===== src/rtl/slot_status_pkg.sv =====
package slot_status_pkg;

  // Bit positions inside the status word; software decodes these.
  localparam int WP_BIT   = 0;
  localparam int CARD_BIT = 3;

  // Word offsets decoded by the block.
  localparam int NUM_WORDS   = 4;
  localparam int OFF_ID      = 0;
  localparam int OFF_STATUS  = 2;

  // Strobes from the decoder to the datapath.
  typedef struct packed {
    logic rdId;
    logic rdStatus;
    logic wrStatus;
    logic badAccess;
  } strobe_t;

endpackage


===== src/rtl/slot_status_ctrl.sv =====
module slot_status_ctrl
  import slot_status_pkg::*;
#(
  parameter int ADDR_W = 4
) (
  input  logic [ADDR_W-1:0] busAddr,
  input  logic              busRdEn,
  input  logic              busWrEn,
  output strobe_t           strobes
);

  localparam logic [ADDR_W-1:0] ID_ADDR     = ADDR_W'(OFF_ID);
  localparam logic [ADDR_W-1:0] STATUS_ADDR = ADDR_W'(OFF_STATUS);
  localparam logic [ADDR_W-1:0] LAST_ADDR   = ADDR_W'(NUM_WORDS - 1);

  logic inRange;

  always_comb begin
    inRange           = (busAddr <= LAST_ADDR);
    strobes           = '0;
    strobes.rdId      = busRdEn && (busAddr == ID_ADDR);
    strobes.rdStatus  = busRdEn && (busAddr == STATUS_ADDR);
    strobes.wrStatus  = busWrEn && (busAddr == STATUS_ADDR);
    // Offsets 1 and 3 are decoded but produce no strobe: zero reads, no-op writes.
    strobes.badAccess = (busRdEn || busWrEn) && !inRange;
  end

endmodule


===== src/rtl/slot_status_dp.sv =====
module slot_status_dp
  import slot_status_pkg::*;
#(
  parameter int          DATA_W   = 32,
  parameter logic [31:0] ID_VALUE = 32'h0C5D_0001
) (
  input  logic              clk,
  input  logic              rstN,
  input  logic              wpIn,
  input  logic              cardIn,
  input  strobe_t           strobes,
  input  logic              ackBit,
  output logic [DATA_W-1:0] rdData,
  output logic              cardFlag,
  output logic              irqOut
);

  logic wpBit;
  logic [DATA_W-1:0] statusWord;

  // Live write-protect sample, inverted; not reset so it tracks from the first edge.
  always_ff @(posedge clk) begin
    wpBit <= ~wpIn;
  end

  // Sticky card flag: set beats acknowledge.
  always_ff @(posedge clk) begin
    if (!rstN) begin
      cardFlag <= 1'b0;
    end else if (cardIn) begin
      cardFlag <= 1'b1;
    end else if (strobes.wrStatus && ackBit) begin
      cardFlag <= 1'b0;
    end
  end

  // Interrupt is the flag delayed by one register.
  always_ff @(posedge clk) begin
    if (!rstN) irqOut <= 1'b0;
    else       irqOut <= cardFlag;
  end

  always_comb begin
    statusWord           = '0;
    statusWord[WP_BIT]   = wpBit;
    statusWord[CARD_BIT] = cardFlag;
  end

  always_comb begin
    rdData = '0;
    if (strobes.rdId)     rdData = DATA_W'(ID_VALUE);
    if (strobes.rdStatus) rdData = statusWord;
  end

endmodule


===== src/rtl/slot_status_regs.sv =====
module slot_status_regs
  import slot_status_pkg::*;
#(
  parameter int          ADDR_W   = 4,
  parameter int          DATA_W   = 32,
  parameter logic [31:0] ID_VALUE = 32'h0C5D_0001
) (
  input  logic              clk,
  input  logic              rstN,
  input  logic              wpIn,
  input  logic              cardIn,
  input  logic [ADDR_W-1:0] busAddr,
  input  logic              busRdEn,
  input  logic              busWrEn,
  input  logic [DATA_W-1:0] busWrData,
  output logic [DATA_W-1:0] busRdData,
  output logic              busErr,
  output logic              irqOut
);

  strobe_t strobes;
  logic    cardFlag;
  logic    unusedWrBits;

  // Only the acknowledge bit of the write data is consumed.
  assign unusedWrBits = ^busWrData;

  slot_status_ctrl #(.ADDR_W(ADDR_W)) u_ctrl (
    .busAddr (busAddr),
    .busRdEn (busRdEn),
    .busWrEn (busWrEn),
    .strobes (strobes)
  );

  slot_status_dp #(.DATA_W(DATA_W), .ID_VALUE(ID_VALUE)) u_dp (
    .clk      (clk),
    .rstN     (rstN),
    .wpIn     (wpIn),
    .cardIn   (cardIn),
    .strobes  (strobes),
    .ackBit   (busWrData[CARD_BIT]),
    .rdData   (busRdData),
    .cardFlag (cardFlag),
    .irqOut   (irqOut)
  );

  assign busErr = strobes.badAccess;

endmodule


===== config.mk =====
export PLATFORM = sky130hd
export DESIGN_NAME = slot_status_regs
export DESIGN_NICKNAME = d
export VERILOG_FILES = /design/src/rtl/slot_status_pkg.sv /design/src/rtl/slot_status_ctrl.sv /design/src/rtl/slot_status_dp.sv /design/src/rtl/slot_status_regs.sv
export SDC_FILE = /design/constraint.sdc
export NUM_CORES = 1
export LEC_CHECK = 0
export BUFFER_PORTS_ARGS = -buffer_cell sky130_fd_sc_hd__buf_4
export CAP_MARGIN = 0
export CORE_MARGIN = 5
export CORE_UTILIZATION = 26
export DETAILED_ROUTE_END_ITERATION = 8
export PLACE_DENSITY_LB_ADDON = 0.1
export SLEW_MARGIN = 20
export SYNTH_ARGS = -nofsm -noshare
export SYNTH_HDL_FRONTEND = slang
export SYNTH_HIERARCHICAL = 1
export SYNTH_SLANG_ARGS = --single-unit

===== constraint.sdc =====
create_clock -name clk -period 2.1 [get_ports clk]
set_input_delay 0.105 -clock clk [delete_from_list [all_inputs] [get_ports clk]]
set_output_delay 0.105 -clock clk [all_outputs]
set_load 0.01 [all_outputs]

==> flow_summary.yaml, run 1 <==
run_status:
  status: "finished clean"
synthesis:
  synth_area_leaders: "buf_4 58%, dfxtp_1 16%, and4b_1 5.3%, and2_1 3.3%, and4bb_1 3.3%"
  synth_area_per_cell_um2: 8.214
  ys_ff_latch: 3
  synth_area_um2: 377.9
  synth.distinct_cells: 13
  yosys.area.top_type: "buf_4"
  ys_warn_count: 6
  ys_seq_area_share_pct: 15.89
  synth_top_area_share_pct: 57.62
  synthCells: 46
grt:
  grt_pass1_wl_um: 814
  overflow: 0
  grt_pass1_vias: 245
  antenna_found_initial: 0
  grt_use_total_pct: 5.101
  grt_max_degree: 9
setup_path:
  rr_worst_depth: 2
  cp.required_ns: 2.00
  path_max_fanout: 8
  r2r-end: "u_dp/cardFlag"
  cpMostUsedCell: "buf_4"
  worstPathCellList: "buf_4 -> nor2_2 -> and4bb_1 -> nor2b_2 -> a21o_1 -> buf_4"
  cp-end-kind: "primary output"
  arrival_ns: 1.04
  crit_path_top_delay_cell: "nor2b_2"
  cp_slowest_stage_delay_ns: 0.28
  start_kind: "input pin"
  startpoint: "busAddr[2]"
  crit-reg2reg-launch: "u_dp/cardFlag"
  reg2reg_slack_ns: 1.47
  worstSetupPathType: "input pin to primary output"
timing:
  period_needed_ns: 1.141
  fin_skew_ns: 0.0002758
  rsz0062_at_grt: "no"
  setup_tns_ns: 0
  period_share_pct: 54.31
  hold_viol: 0
  fmax_mhz: 876.8
  slew_viol_final: 0
  finalSetupViolCount: 0
clock_tree:
  post_cts_buffers: 0
  cts_tree: "yes"
  htreeDepth: 1
  cts_buffer_depth: 2
  clk_pin_slew_ns: 0.04
  cts_made_buffers: 3
  cts_num_sinks: 3
  ctsResizeCount: 0
  cts_hold_buf: 0
  worstSkewPairLatency_ns: 0.23
  cts_root_buf: "clkbuf_4"
flow_run:
  maxCapViolations: 0
min_path:
  hold_end: "u_dp/wpBit"
  holdPathStages: 2
  hold_path.class: "input pin to register"
  min_from: "wpIn"
die:
  die_area_mm2: 0.002316
  ioPinCount: 76
  start_util_pct: 28.33
  core_area_mm2: 0.001334
  die_x_um: 48.12
  rows: 13
  die_y_um: 48.12
routing:
  num_vias: 259
  wl_per_cell_um: 8.873
  drt-initial-drc-count: 1
  vias_per_cell: 3.278
  drtPass1Iterations: 4
  ant_nets: 0
  wirelength_um: 701
  drc: 0
placement:
  port_buffers: 21
  gp_congestion: 0.6291
layout:
  area_delta_synth_final_pct: 17.88
  final_nets: 107
  multi_input_area_um2: 175.2
  seqCellArea_um2: 60.06
  antenna_cells: 0
  final_layout_size_suffix_gt1_share_pct: 42.19
  fillers: 166
power_and_ir_drop:
  peakVddDrop_uv: 125.1
  cellLeakagePower_nw: 0.2784
  power.total_mw: 0.2161
  powerDensity_mw_per_mm2: 485.2
## per-layer routing
metal / part of all wire (%) / global-route usage, % / vias to the layer above / wire length, µm
li1: - / - / 131 / -
met1: 27 / 3.939 / 103 / 190
met2: 50 / 10.03 / 25 / 350
met3: 23 / 1.107 / 0 / 160
met4: 0 / 4.839 / 0 / 0
met5: 0 / 0 / - / 0
## sequential cells by signal, summed over array words and instances (netlist names)
register,flops
u_dp/irqOut,1
u_dp/cardFlag,1
u_dp/wpBit,1
## cell type report
type                    instances  area share, %
multi-input cells              34          39.33
repair buffers                 21          35.39
flip-flops and latches          3          13.48
clock buffers                   4          5.899
well taps                      15          4.213
inverters                       2          1.685
## synth_stat cells
cell type,n
a21o_1,1
a31oi_1,1
and2_1,2
and4b_1,2
and4bb_1,1
buf_4,29
conb_1,1
dfxtp_1,3
inv_1,2
nor2_2,1
nor2b_2,1
o21ai_0,1
o22a_2,1
## power breakdown
group | total (mW) | internal [mW] | switching (mW)
sequential | 0.0619 | 0.0608 | 0.00115
clock | 0.0995 | 0.0711 | 0.0284
combinational | 0.0547 | 0.0231 | 0.0315
## cells by family after synthesis
kind of cell | share of synthesized area [%]
buffers and inverters | 59.60
DFF | 15.89
AOI/OAI and AO/OA | 7.617
and+or+nand+nor | 15.89
other | 0.9924
## worst max-delay path by stage
stage | slack (ns) | cells after the start | endpoint
6_report | 0.96 | 6 | busRdData[0]
5_1_grt | 0.86 | 6 | busRdData[0]
4_1_cts | 0.94 | 6 | busRdData[0]
3_5_place_dp | 0.95 | 6 | busRdData[0]
3_3_place_gp | 0.95 | 6 | busRdData[0]
2_1_floorplan | 1.14 | 4 | busRdData[18]
## layout by cell type (no fill, tap or decap)
master    netlist  layout
inv_1           2       2
clkbuf_4        0       3
clkbuf_1        0       1
and4bb_1        1       1
and2_1          2       2
conb_1          1      23
nor2_2          1       1
and4b_1         2       2
a31oi_1         1       1
buf_4          29      21
o21ai_0         1       1
a21o_1          1       1
dfxtp_1         3       3
nor2b_2         1       1
o22a_2          1       1
## worst max-delay path, delay by kind of cell
family / cells / cell delay (ns)
buffers and inverters: 2 / 0.23
AO/OA/AOI/OAI: 1 / 0.12
AND/OR/NAND/NOR: 3 / 0.58
## metrics by stage
step / setup WS, ns / hold slack (ns) / std cells / util, % / area, µm²
6_report: 0.9595 / 0.02344 / 79 / 33.40 / 445.4
5_1_grt: 0.8626 / 0.02008 / 79 / 33.40 / 445.4
4_1_cts: 0.9370 / 0.01679 / 79 / 33.40 / 445.4
3_5_place_dp: 0.9484 / 0.2592 / 75 / 31.43 / 419.2
3_3_place_gp: 0.9458 / 0.2619 / 75 / 31.43 / 419.2
2_1_floorplan: 1.137 / 0.1615 / 68 / - / 460.4
(Power assumes the default switching activity.)
==> inputs of run 2 (changes only) <==
--- a/config.mk
+++ b/config.mk
@@ -7,8 +7,9 @@
 export LEC_CHECK = 0
 export BUFFER_PORTS_ARGS = -buffer_cell sky130_fd_sc_hd__buf_4
 export CAP_MARGIN = 0
+export CORE_ASPECT_RATIO = 1.2
 export CORE_MARGIN = 5
-export CORE_UTILIZATION = 26
+export CORE_UTILIZATION = 24
 export DETAILED_ROUTE_END_ITERATION = 8
 export PLACE_DENSITY_LB_ADDON = 0.1
 export SLEW_MARGIN = 20
==> constraint.sdc (replaced) <==
create_clock -name clk -period 1.1 [get_ports clk]
set_input_delay 0.055 -clock clk [delete_from_list [all_inputs] [get_ports clk]]
set_output_delay 0.055 -clock clk [all_outputs]
set_load 0.01 [all_outputs]
==> run 2 against run 1 <==
  * Setup slack lost 0.88 ns
  * Die area up 6.7%
  * Largest power group unchanged
  * Register-to-register slack worse by 1.0 ns
  * Combinational power grew 97%
  * Critical path type unchanged
  * Clock power up 94%
  * Non-clock buffer count is 1 higher
  * Final cell count up 3.8%
  * Critical path depth is the same
==> flow_summary.yaml, run 2 (synthesis gave the netlist of run 1 again) <==
flow_run:
  maxCapViolations: 0
clock_tree:
  cts_buffer_depth: 2
  cts_num_sinks: 3
  htreeDepth: 1
  cts_root_buf: "clkbuf_4"
  cts_made_buffers: 3
  worstSkewPairLatency_ns: 0.23
  cts_tree: "yes"
  clk_pin_slew_ns: 0.04
  post_cts_buffers: 0
layout:
  final_layout_size_suffix_gt1_share_pct: 41.54
  largestRegisters: "u_dp/cardFlag: 1 flops, u_dp/irqOut: 1 flops, u_dp/wpBit: 1 flops"
  final_cell_mix: "23 x conb_1, 21 x buf_4, 3 x clkbuf_4, 3 x dfxtp_1"
  antenna_cells: 0
  area_delta_synth_final_pct: 22.52
  final_common_cell: "conb_1"
  instances_no_fill: 82
  final_nets: 108
die:
  ioPinCount: 76
  die_x_um: 46.22
  rows: 15
  die_y_um: 53.47
  start_util_pct: 25.81
  core_area_mm2: 0.001464
  die_area_mm2: 0.002471
timing:
  fin_skew_ns: 0.001197
  whs_ns: 0.01995
  period_needed_ns: 1.016
  hold_viol: 0
  fin_ws_ns: 0.08354
  setup_tns_ns: 0
  rsz0062_at_grt: "no"
  finalSetupViolCount: 0
  period_share_pct: 92.41
  slew_viol_final: 0
  fmax_mhz: 983.8
setup_path:
  cp_slowest_stage_delay_ns: 0.30
  cpMostUsedCell: "buf_4"
  startpoint: "busAddr[2]"
  crit-reg2reg-launch: "u_dp/cardFlag"
  path_max_fanout: 8
  arrival_ns: 0.96
  rr_worst_depth: 2
  reg2reg_slack_ns: 0.45
  r2r-end: "u_dp/cardFlag"
  crit_path_top_delay_cell: "and4b_1"
  cp-end-kind: "primary output"
  critical_path.top_delay_family: "simple AND/OR/NAND/NOR gates"
  worstPathCellList: "buf_4 -> nor2_2 -> and4b_1 -> nor2b_4 -> a21o_1 -> buf_4"
  cp.required_ns: 1.04
  cp.depth: 6
  worstSetupPathType: "input pin to primary output"
  critPathCapture: "busRdData[0]"
  start_kind: "input pin"
  critPathBufInv: 2
run_status:
  status: "finished clean"
routing:
  ant_nets: 0
  drc: 0
  vias_per_cell: 3.220
  wirelength_um: 723
  drt-initial-drc-count: 1
  wl_per_cell_um: 8.817
  drtPass1Iterations: 2
  num_vias: 264
power_and_ir_drop:
  internal_power_mw: 0.2989
  peakVddDrop_uv: 261.3
  cellLeakagePower_nw: 0.2830
  power_frac_seq_pct: 28.2
  power.total_mw: 0.4194
  switching_share_pct: 28.74
  pwr-share-comb_pct: 25.9
  powerDensity_mw_per_mm2: 906.0
  power.switching_mw: 0.1205
  p_clk_share_pct: 45.9
placement:
  place_ws_ns: 0.04477
  gp_congestion: 0.6063
  port_buffers: 21
  dp.cells: 77
grt:
  grt_pass1_vias: 205
  grt_pass1_wl_um: 731
  antenna_found_initial: 0
  grt_max_degree: 9
  grt_use_total_pct: 4.330
  overflow: 0
min_path:
  hold_path.class: "input pin to register"
run 2: what timing repair did:
action                                  in CTS  in global routing
hold endpoints to repair                     1                  0
gates resized for setup                      0                  1
hold buffers                                 1                  0
endpoints found under the setup margin       0                  3
run 2: metal layers:
layer | routed length, µm | global-route usage [%] | part of all wire, % | up-vias
li1 | - | - | - | 132
met1 | 230 | 4.781 | 32 | 105
met2 | 327 | 5.963 | 45 | 27
met3 | 164 | 1.701 | 23 | 0
met4 | 0 | 4.265 | 0 | 0
met5 | 0 | 0 | 0 | -
run 2: through the flow:
step                      utilization (%)  area, µm²
after floorplan                         -      460.4
after global placement              28.80      421.7
after detailed placement            28.80      421.7
after CTS                           31.28      457.9
after global routing                31.62      462.9
final                               31.62      462.9
run 2: worst min-delay path by stage:
stage | endpoint | cells after the start | from | slack (ns)
3_3_place_gp | u_dp/wpBit | 2 | wpIn | 0.21
4_1_cts | u_dp/cardFlag | 2 | busWrData[3] | 0.005
5_1_grt | u_dp/cardFlag | 2 | busWrData[3] | 0.01
2_1_floorplan | u_dp/wpBit | 1 | wpIn | 0.11
3_5_place_dp | u_dp/wpBit | 2 | wpIn | 0.21
6_report | u_dp/cardFlag | 2 | busWrData[3] | 0.02
run 2: final cells by class:
cell class	count	area, µm²
clock buffer	4	26.28
fill	174	1001
inverter	2	7.507
multi-input combinational	34	180.2
sequential	3	60.06
tap	17	21.27
timing repair buffer	22	167.7
run 2: power groups by stage:
stage | combinational, mW | sequential (mW) | clock, mW
3_3_place_gp | 0.103 | 0.120 | 0
2_1_floorplan | 0.119 | 0.121 | 0
3_5_place_dp | 0.103 | 0.120 | 0
6_report | 0.108 | 0.118 | 0.193
5_1_grt | 0.119 | 0.119 | 0.207
4_1_cts | 0.106 | 0.119 | 0.203
==> inputs of run 3 (changes only) <==
--- a/config.mk
+++ b/config.mk
@@ -5,9 +5,8 @@
 export SDC_FILE = /design/constraint.sdc
 export NUM_CORES = 1
 export LEC_CHECK = 0
-export BUFFER_PORTS_ARGS = -buffer_cell sky130_fd_sc_hd__buf_4
+export BUFFER_PORTS_ARGS = -buffer_cell sky130_fd_sc_hd__buf_2
 export CAP_MARGIN = 0
-export CORE_ASPECT_RATIO = 1.2
 export CORE_MARGIN = 5
 export CORE_UTILIZATION = 24
 export DETAILED_ROUTE_END_ITERATION = 8
@@ -15,5 +14,4 @@
 export SLEW_MARGIN = 20
 export SYNTH_ARGS = -nofsm -noshare
 export SYNTH_HDL_FRONTEND = slang
-export SYNTH_HIERARCHICAL = 1
 export SYNTH_SLANG_ARGS = --single-unit
==> run 3 against run 2 <==
  * The run now ends with negative setup slack left
  * Critical path type is now register to primary output
  * Utilization shrank 4.0 points
  * Final area shrank 11%
  * Final cell count shrank 1.2%
  * Largest power group unchanged
  * Die area shrank 1.4%
  * Highest routed layer is now met4
==> flow_summary.yaml, run 3 <==
synthesis:
  yosys.area.top_type: "buf_4"
  synth_area_per_cell_um2: 8.258
  synth_top_area_share_pct: 58.59
  synth.most_common_cell: "buf_4"
  synthFlopType: "dfxtp_1"
  ys_ff_latch: 3
  synthAdderAreaFrac_pct: 0
  synthCells: 45
  synth.distinct_cells: 13
  muxShareOfSynthArea_pct: 0
  synth_xor_xnor_area_share_pct: 0
  synth_area_leaders: "buf_4 59%, dfxtp_1 16%, a2111oi_2 4.0%, nor4b_2 4.0%, inv_1 3.0%"
  synthArstFlopShare_pct: 0
  synth_area_um2: 371.6
  synthSimpleGateAreaFrac_pct: 10.77
  synth-compound-area-share_pct: 10.44
  synth_edf_count: 0
  synthTopCellsByCount: "29 x buf_4, 3 x dfxtp_1, 3 x inv_1"
  ys_seq_area_share_pct: 16.16
  ys_warn_count: 0
  synth_top_family_by_area: "buffers and inverters"
setup_path:
  r2r-end: "u_dp.cardFlag"
  critPathBufInv: 2
  cp_slowest_stage_delay_ns: 0.30
  start_kind: "register"
  cp-end-kind: "primary output"
  rr_worst_depth: 2
  arrival_ns: 1.06
  critical_path.top_delay_family: "flip-flops"
  worstSetupPathType: "register to primary output"
  reg2reg_slack_ns: 0.45
  worstPathCellList: "inv_1 -> a2111oi_2 -> buf_2"
  crit-reg2reg-launch: "u_dp.cardFlag"
  crit_path_top_delay_cell: "dfxtp_1"
  cp.required_ns: 1.04
  path_max_fanout: 1
routing:
  drc: 0
  vias_per_cell: 3.420
  drt-initial-drc-count: 1
  wirelength_um: 711
  drtPass1Iterations: 3
  num_vias: 277
  wl_per_cell_um: 8.778
  ant_nets: 0
timing:
  period_needed_ns: 1.113
  slew_viol_final: 0
  finalSetupViolCount: 1
  hold_viol: 0
  fin_ws_ns: -0.01292
  fmax_mhz: 898.5
  period_share_pct: 101.2
  whs_ns: 0.03902
  fin_skew_ns: 0.00004438
  rsz0062_at_grt: "yes"
die:
  ioPinCount: 76
  start_util_pct: 24.96
  die_x_um: 49.35
  die_y_um: 49.35
  core_area_mm2: 0.001489
  rows: 14
  die_area_mm2: 0.002435
clock_tree:
  ctsResizeCount: 0
  worstSkewPairLatency_ns: 0.24
  htreeDepth: 1
  cts_buffer_depth: 2
  cts_root_buf: "clkbuf_4"
  cts_made_buffers: 3
  clk_pin_slew_ns: 0.04
  post_cts_buffers: 0
  cts_num_sinks: 3
  cts_tree: "yes"
placement:
  gp_congestion: 0.6809
  place_area_um2: 375.4
  port_buffers: 21
  dp.cells: 76
  dpl.hpwl_um: 637.4
  place_ws_ns: 0.1658
power_and_ir_drop:
  cellLeakagePower_nw: 0.2577
  peakVddDrop_uv: 584.8
  powerDensity_mw_per_mm2: 1012
layout:
  multi_input_area_um2: 171.4
  fillers: 169
  area_delta_synth_final_pct: 10.77
  final_layout_size_suffix_gt1_share_pct: 44.62
  final_nets: 108
  final_cell_mix: "23 x conb_1, 21 x buf_2, 3 x inv_1, 3 x clkbuf_4, 3 x dfxtp_1"
  instances_no_fill: 81
  design_area_um2: 411.6
  final_common_cell: "conb_1"
  antenna_cells: 0
  largestRegisters: "u_dp.cardFlag: 1 flops, u_dp.irqOut: 1 flops, u_dp.wpBit: 1 flops"
  seqCellArea_um2: 60.06
min_path:
  min_from: "rstN"
  hold_path.class: "input pin to register"
  hold_end: "u_dp.irqOut"
  holdPathStages: 2
grt:
  grt_use_total_pct: 5.915
  grt_pass1_vias: 265
  antenna_found_initial: 0
  grt_max_degree: 8
  overflow: 0
  grt_pass1_wl_mm: 1.083
flow_run:
  maxCapViolations: 0
run_status:
  violations: "negative setup slack"
  status: "complete, but fails checks"
-- run 3: how the worst max path moves through the flow --
stage                    endpoint  cells past startpoint  slack (ns)        from
detailed placement   busRdData[0]                      3        0.17  u_dp.wpBit
global placement     busRdData[0]                      3        0.18  u_dp.wpBit
CTS                  busRdData[0]                      3       -0.04  u_dp.wpBit
global route         busRdData[0]                      3       -0.05  u_dp.wpBit
floorplan           busRdData[18]                      3        0.12  busAddr[0]
finish               busRdData[0]                      3       -0.01  u_dp.wpBit
-- run 3: routing by layer --
layer | vias up | GRT usage [%] | wire [µm]
met1 | 115 | 6.204 | 240
met4 | 0 | 5.381 | 19
met5 | - | 0 | 0
met3 | 2 | 3.976 | 134
li1 | 132 | - | -
met2 | 28 | 7.725 | 317
-- run 3: area by class of cell --
class	count	area share (%)
tap	16	4.863
inverter	3	2.736
sequential	3	14.59
multi-input combinational	32	41.64
timing repair buffer	23	29.79
clock buffer	4	6.383
-- run 3: where the power goes --
group	leakage, nW	switching, mW	internal (mW)
logic	0.218	0.0658	0.0322
clock network	0.0150	0.0638	0.136
registers	0.0251	0.00238	0.116
-- run 3: stage by stage --
step | setup TNS (ns) | utilization, % | total power [mW]
floorplan | 0 | - | 0.2411
global placement | 0 | 25.21 | 0.2151
detailed placement | 0 | 25.21 | 0.2142
CTS | -0.03792 | 27.65 | 0.4226
global route | -0.04538 | 27.65 | 0.4441
finish | -0.01292 | 27.65 | 0.4166
-- run 3: timing repair --
| item | CTS | global route |
|---|---|---|
| hold buffers | 1 | 0 |
| setup endpoints to repair | 1 | 1 |
| pin swaps | 1 | 0 |
| hold endpoints to repair | 1 | 0 |
-- run 3: cells by family (layout without fill, tap and decap cells) --
kind of cell,Yosys count,count (layout)
buffers and inverters,32,30
other,1,23
AND/OR/NAND/NOR,5,5
AO/OA/AOI/OAI,4,4
flip-flops,3,3
